**src/rtl/wwin_pkg.sv**
```systemverilog
package wwin_pkg;
  localparam int CNT_W = 7;
  localparam int PSC_W = 2;
  localparam int DATA_W = CNT_W + PSC_W + 1;
  localparam int ACT_BIT = CNT_W;
  localparam int T6_BIT = CNT_W - 1;
  localparam int PSC_LSB = CNT_W;
  localparam int EN_BIT = CNT_W + PSC_W;
  localparam int FLAG_BIT = 0;

  typedef logic [CNT_W-1:0] cnt_t;
  localparam cnt_t LOW_BOUND = cnt_t'(1) << (CNT_W - 1);
  localparam cnt_t CNT_INIT = '1;

  typedef enum logic [1:0] {
    SEL_CTRL = 2'd0,
    SEL_CFG  = 2'd1,
    SEL_STAT = 2'd2,
    SEL_NONE = 2'd3
  } wsel_e;

  // a step is due when the low (base + psc) bits of the count are all ones
  function automatic logic tick_due(input logic [31:0] pre, input int base,
                                    input logic [PSC_W-1:0] psc);
    logic [31:0] mask;
    mask = (32'd1 << (base + int'(psc))) - 32'd1;
    return (pre & mask) == mask;
  endfunction

  function automatic logic refresh_early(input cnt_t cnt, input cnt_t win);
    return cnt > win;
  endfunction
endpackage

```
**src/rtl/wwin_prescale.sv**
```systemverilog
module wwin_prescale
  import wwin_pkg::*;
#(
  parameter int BASE_LOG2 = 12
) (
  input  logic             clk,
  input  logic             rst_n,
  input  logic [PSC_W-1:0] psc_i,
  output logic             tick_o
);
  localparam int PRE_W = BASE_LOG2 + (1 << PSC_W) - 1;

  logic [PRE_W-1:0] pre_q;

  always_ff @(posedge clk or negedge rst_n) begin
    if (!rst_n) pre_q <= '0;
    else        pre_q <= pre_q + 1'b1;
  end

  assign tick_o = tick_due(32'(pre_q), BASE_LOG2, psc_i);


  tick_gap_chk: assert property (@(posedge clk) disable iff (!rst_n)
    tick_o |=> !tick_o);
endmodule

```
**src/rtl/wwin_counter.sv**
```systemverilog
module wwin_counter
  import wwin_pkg::*;
(
  input  logic clk,
  input  logic rst_n,
  input  logic tick_i,
  input  logic load_i,
  input  cnt_t load_val_i,
  output cnt_t cnt_o,
  output logic at_bound_o,
  output logic warn_hit_o
);
  cnt_t cnt_q;

  always_ff @(posedge clk or negedge rst_n) begin
    if (!rst_n)      cnt_q <= CNT_INIT;
    else if (load_i) cnt_q <= load_val_i;
    else if (tick_i) cnt_q <= cnt_q - 1'b1;
  end

  assign cnt_o      = cnt_q;
  assign at_bound_o = (cnt_q == LOW_BOUND);
  assign warn_hit_o = tick_i && !load_i && (cnt_q == LOW_BOUND + cnt_t'(1));


  dec_only_chk: assert property (@(posedge clk) disable iff (!rst_n)
    (!$past(load_i) && (cnt_q != $past(cnt_q))) |-> (cnt_q == cnt_t'($past(cnt_q) - 1'b1)));


  reload_chk: assert property (@(posedge clk) disable iff (!rst_n)
    load_i |=> (cnt_q == $past(load_val_i)));
endmodule

```
**src/rtl/wwin_ctrl.sv**
```systemverilog
module wwin_ctrl
  import wwin_pkg::*;
(
  input  logic              clk,
  input  logic              rst_n,
  input  logic              wr_en,
  input  logic [1:0]        wr_sel,
  input  logic [DATA_W-1:0] wr_data,
  input  logic              tick_i,
  input  cnt_t              cnt_i,
  input  logic              at_bound_i,
  input  logic              warn_hit_i,
  output logic              load_o,
  output cnt_t              load_val_o,
  output logic [PSC_W-1:0]  psc_o,
  output logic              flag_o,
  output logic              irq_o,
  output logic              rst_req_o
);
  logic             active_q, ewi_en_q, flag_q, rst_req_q;
  cnt_t             win_q;
  logic [PSC_W-1:0] psc_q;

  logic ctrl_wr, cfg_wr, stat_wr, flag_clr;
  logic evt_underflow, evt_early, evt_t6;

  assign ctrl_wr = wr_en && (wr_sel == SEL_CTRL);
  assign cfg_wr  = wr_en && (wr_sel == SEL_CFG);
  assign stat_wr = wr_en && (wr_sel == SEL_STAT);
  assign flag_clr = stat_wr && !wr_data[FLAG_BIT];

  assign evt_underflow = active_q && tick_i && at_bound_i && !ctrl_wr;
  assign evt_early     = active_q && ctrl_wr && refresh_early(cnt_i, win_q);
  assign evt_t6        = ctrl_wr && (active_q || wr_data[ACT_BIT]) && !wr_data[T6_BIT];

  always_ff @(posedge clk or negedge rst_n) begin
    if (!rst_n) begin
      active_q  <= 1'b0;
      ewi_en_q  <= 1'b0;
      flag_q    <= 1'b0;
      rst_req_q <= 1'b0;
      win_q     <= CNT_INIT;
      psc_q     <= '0;
    end else begin
      rst_req_q <= evt_underflow || evt_early || evt_t6;
      if (ctrl_wr && wr_data[ACT_BIT]) active_q <= 1'b1;
      if (cfg_wr) begin
        win_q <= wr_data[CNT_W-1:0];
        psc_q <= wr_data[PSC_LSB +: PSC_W];
        if (wr_data[EN_BIT]) ewi_en_q <= 1'b1;
      end
      if (warn_hit_i)    flag_q <= 1'b1;
      else if (flag_clr) flag_q <= 1'b0;
    end
  end

  assign load_o     = ctrl_wr;
  assign load_val_o = wr_data[CNT_W-1:0];
  assign psc_o      = psc_q;
  assign flag_o     = flag_q;
  assign irq_o      = flag_q && ewi_en_q;
  assign rst_req_o  = rst_req_q;


  act_sticky_chk: assert property (@(posedge clk) disable iff (!rst_n)
    active_q |=> active_q);


  en_sticky_chk: assert property (@(posedge clk) disable iff (!rst_n)
    ewi_en_q |=> ewi_en_q);


  quiet_chk: assert property (@(posedge clk) disable iff (!rst_n)
    (!active_q && !(ctrl_wr && wr_data[ACT_BIT])) |=> !rst_req_o);


  flag_rise_chk: assert property (@(posedge clk) disable iff (!rst_n)
    $rose(flag_q) |-> (cnt_i == LOW_BOUND));


  under_chk: assert property (@(posedge clk) disable iff (!rst_n)
    (active_q && tick_i && (cnt_i == LOW_BOUND) && !ctrl_wr) |=> rst_req_o);
endmodule

```
**src/rtl/wwin_guard.sv**
```systemverilog
module wwin_guard
  import wwin_pkg::*;
#(
  parameter int BASE_LOG2 = 12
) (
  input  logic                       clk,
  input  logic                       rst_n,
  input  logic                       wr_en,
  input  logic [1:0]                 wr_sel,
  input  logic [wwin_pkg::DATA_W-1:0] wr_data,
  output logic [wwin_pkg::CNT_W-1:0]  counter_o,
  output logic                       warn_flag_o,
  output logic                       irq_o,
  output logic                       rst_req_o
);
  logic             tick, load, at_bound, warn_hit;
  cnt_t             load_val, cnt;
  logic [PSC_W-1:0] psc;

  wwin_prescale #(.BASE_LOG2(BASE_LOG2)) u_pre (
    .clk(clk), .rst_n(rst_n), .psc_i(psc), .tick_o(tick)
  );

  wwin_counter u_cnt (
    .clk(clk), .rst_n(rst_n), .tick_i(tick), .load_i(load),
    .load_val_i(load_val), .cnt_o(cnt), .at_bound_o(at_bound),
    .warn_hit_o(warn_hit)
  );

  wwin_ctrl u_ctrl (
    .clk(clk), .rst_n(rst_n), .wr_en(wr_en), .wr_sel(wr_sel),
    .wr_data(wr_data), .tick_i(tick), .cnt_i(cnt), .at_bound_i(at_bound),
    .warn_hit_i(warn_hit), .load_o(load), .load_val_o(load_val),
    .psc_o(psc), .flag_o(warn_flag_o), .irq_o(irq_o), .rst_req_o(rst_req_o)
  );

  assign counter_o = cnt;
endmodule

```
**config.mk**
```make
export PLATFORM = sky130hd
export DESIGN_NAME = wwin_guard
export DESIGN_NICKNAME = d
export VERILOG_FILES = /design/src/rtl/wwin_pkg.sv /design/src/rtl/wwin_prescale.sv /design/src/rtl/wwin_counter.sv /design/src/rtl/wwin_ctrl.sv /design/src/rtl/wwin_guard.sv
export SDC_FILE = /design/constraint.sdc
export NUM_CORES = 1
export LEC_CHECK = 0
export ABC_AREA = 1
export BUFFER_PORTS_ARGS = -buffer_cell sky130_fd_sc_hd__buf_2
export CAP_MARGIN = 20
export CORE_MARGIN = 2
export CORE_UTILIZATION = 60
export DETAILED_ROUTE_END_ITERATION = 7
export GPL_TIMING_DRIVEN = 0
export PLACE_DENSITY = 0.82
export REMOVE_ABC_BUFFERS = 1
export SYNTH_ARGS = -nofsm -noshare
export SYNTH_HDL_FRONTEND = slang
export SYNTH_HIERARCHICAL = 1
export SYNTH_SLANG_ARGS = --single-unit
```
**constraint.sdc**
```tcl
create_clock -name clk -period 4.2 [get_ports clk]
set_clock_uncertainty 0.05 [all_clocks]
set_input_delay 0.42 -clock clk [delete_from_list [all_inputs] [get_ports clk]]
set_output_delay 0.42 -clock clk [all_outputs]
set_load 0.01 [all_outputs]
```
==> results.toml <==
[synthesis]
syn_area_per_cell_sq_um = 8.40
netlist.area_leader.share_pct = 25.8
synth.largest_area_cell = "dfrtp_1"
synthMuxAreaShare_pct = 0
ys_types = 27
synthXorXnorAreaFrac_pct = 3.86
yosys.area_share.simple_pct = 27.5
ys_seq_area_share_pct = 43.8
ys_warn_count = 6
syn_area_sq_mm = 0.00204
synth_seq_cells = 35
netlist_top_cells_area = "dfrtp_1 26%, dfstp_2 18%, nand2_1 12%"
synth-compound-area-share_pct = 8.46
synthCells = 243
synth_top_family_by_area = "simple AND/OR/NAND/NOR gates"
yosys.area_share.adder_pct = 6.13

[power_and_ir_drop]
total_power_mw = 0.758
leakage_nw = 1.15
p_per_area_mw_per_mm2 = 344
ir_drop_v = 0.000190

[clocking]
post_cts_buffers = 0
cts.reportedPaths.clkPinSlew_ps = 110
post_cts_resized = 0
clock_latency_ps = 340
cts_sinks = 35
ctsLongestPathBuffers = 2
root_buffer = "clkbuf_4"
cts_tree = "built"
cts-hold-fix-buffers = 0
cts_buffers = 5
h-tree-depth = 2

[worst_setup_path]
critPathMaxFanout = 9
critical_path_class = "reg -> reg"
slowest_delay_ps = 380
critPathArrivalTime_ps = 2140
cp.required_ps = 4440
critPathMostFrequentCell = "nand2_1"
startpoint_type = "flip-flop"
slowest_stage = "dfrtp_1"
endpoint_kind = "flip-flop"
path_cells = "ha_1, nand2_1, nor2_4, nand3_2, nor2_1, nand2_2, inv_1, nand3_1, nand2_1"
r2r_slack_ps = 2290
worstRegToRegCells = 9

[placement]
portBuffers = 24
gp_congestion = 0.788
hpwl_mm = 2.71
placedInstanceArea_sq_mm = 0.00214
dpl.cell_count = 304

[layout]
drive_gt1_share_pct = 24.1
diodes = 0
final_area_sq_mm = 0.00220
final_nets = 290
finalNonFillerCells = 312
area_growth_pct = 7.97

[floorplanning]
dieWidth_microns = 62.3
initial_core_util_pct = 61.6
num_rows = 21
fp.dieH_microns = 62.3
io_pins = 25
core_area_sq_mm = 0.00331
die_area_sq_mm = 0.00388

[sta]
tns_ps = 0
grt_setup_unrepaired = "no"
setup_viol = 0
worst_slew_pin_slew_ps = 760
relSlewSlack_pct = 49.3
final_max_slew_viol_count = 0
fmax_mhz = 525
post-route-period-util_pct = 45.4
period_minus_slack_ps = 1910
final_hold_viol_count = 0

[route]
wirelength_mm = 3.62
drt_iter0_drc = 78
wl_per_cell_microns = 11.6
ant_nets = 0
drcViolationCount = 0
vias = 1563
vias_per_cell = 5.01
dr.pass1.iters = 4

[global_routing]
grt_max_degree = 36
antenna_found_initial = 0
grt.total_usage_pct = 21.2
grt_pass1_wl_mm = 6.56
grt_pass1_vias = 1518
grt_overflow_total = 0

[run_status]
outcome = "finished clean"

[run]
cap_violations = 0

[hold_path]
min-delay-path-class = "in -> async"
==> power breakdown <==
| part | switching, mW | leakage [nW] | total [mW] | internal [mW] |
|---|---|---|---|---|
| logic | 0.0957 | 0.700 | 0.162 | 0.0666 |
| clock network | 0.111 | 0.0353 | 0.192 | 0.0811 |
| registers | 0.0247 | 0.413 | 0.404 | 0.379 |
| total | 0.231 | 1.15 | 0.758 | 0.527 |
==> worst paths after layout <==
| check | start | end |
|---|---|---|
| max | u_pre/pre_q[0] | u_cnt/cnt_o[6] |
| min | rst_n | u_pre/pre_q[10] |
| max reg2reg | u_pre/pre_q[0] | u_cnt/cnt_o[6] |
| min reg2reg | u_pre/pre_q[0] | u_pre/pre_q[0] |
| max in group asynchronous | rst_n | u_pre/pre_q[9] |
| min in group clk | wr_data[0] | u_ctrl/win_q[0] |
==> per-layer routing <==
layer / global-route usage (%) / share of wire, % / vias to the layer above
li1: - / - / 806
met1: 26.7 / 46 / 722
met2: 34.9 / 49 / 27
met3: 5.43 / 3.8 / 8
met4: 8.89 / 2.1 / 0
met5: 0 / 0 / -
==> through the flow <==
step / util (%) / hold WS [ps] / setup slack, ps
after global routing: 66.6 / 139 / 2100
final: 66.6 / 81.7 / 2290
after floorplan: - / 74.4 / 2580
after detailed placement: 64.7 / 391 / 2320
after CTS: 66.6 / 96.7 / 2280
after global placement: 64.7 / 387 / 2360
==> area by class of cell <==
cell class	instances	area, sq um
clock buffer	7	55.1
clock inverter	1	5.00
fill	298	1110
inverter	36	135
multi-input combinational	163	937
sequential	35	893
tap	46	57.6
timing repair buffer	24	120
==> cell families after synthesis <==
family | count (synthesis)
buffers and inverters | 45
adder cells (fa/ha/maj) | 10
AND/OR/NAND/NOR | 122
AO/OA/AOI/OAI | 22
flip-flops | 35
XOR/XNOR | 9
==> critical path, delay by kind of cell (launching register included) <==
| kind | cells | cell delay [ps] |
|---|---|---|
| adders and majority gates | 1 | 190 |
| buffers and inverters | 1 | 140 |
| DFF | 1 | 380 |
| and+or+nand+nor | 7 | 1090 |
==> flip-flops by register name, indices dropped and copies added (netlist names) <==
signal            count
u_cnt/cnt_o           7
u_ctrl/active_q       1
u_ctrl/ewi_en_q       1
u_ctrl/flag_o         1
u_ctrl/psc_o          2
u_ctrl/rst_req_o      1
u_ctrl/win_q          7
u_pre/pre_q          15
==> cells in the final DEF (no fill, tap or decap), types with 2 or more instances in the layout <==
master / synthesis / layout
a21oi_2: 6 / 6
o21ai_2: 3 / 3
ha_1: 10 / 10
nand2_1: 65 / 65
nand3b_1: 3 / 3
dfrtp_1: 21 / 21
nand3_1: 14 / 14
nor2_2: 3 / 3
xor2_1: 7 / 7
nand4_1: 7 / 7
clkbuf_4: 0 / 5
nor2_4: 3 / 3
buf_2: 0 / 24
xnor2_1: 2 / 2
a21oi_1: 3 / 3
nor2_1: 23 / 23
inv_1: 36 / 36
dfstp_2: 14 / 14
o211ai_1: 3 / 3
a22oi_1: 4 / 4
==> synthesized netlist by cell type, drive strengths merged <==
cell type and count:
dfrtp 21, dfstp 14, a21oi 9, nor3 1
nand2 66, nand3b 4, o21ai 3, xor2 7
nor2 29, a21o 1, inv 36, nand4 7
xnor2 2, nand3 15, o211ai 3, ha 10
o21bai 2, a22oi 4, buf 9
Note: power is estimated with default switching activity, not from simulation.
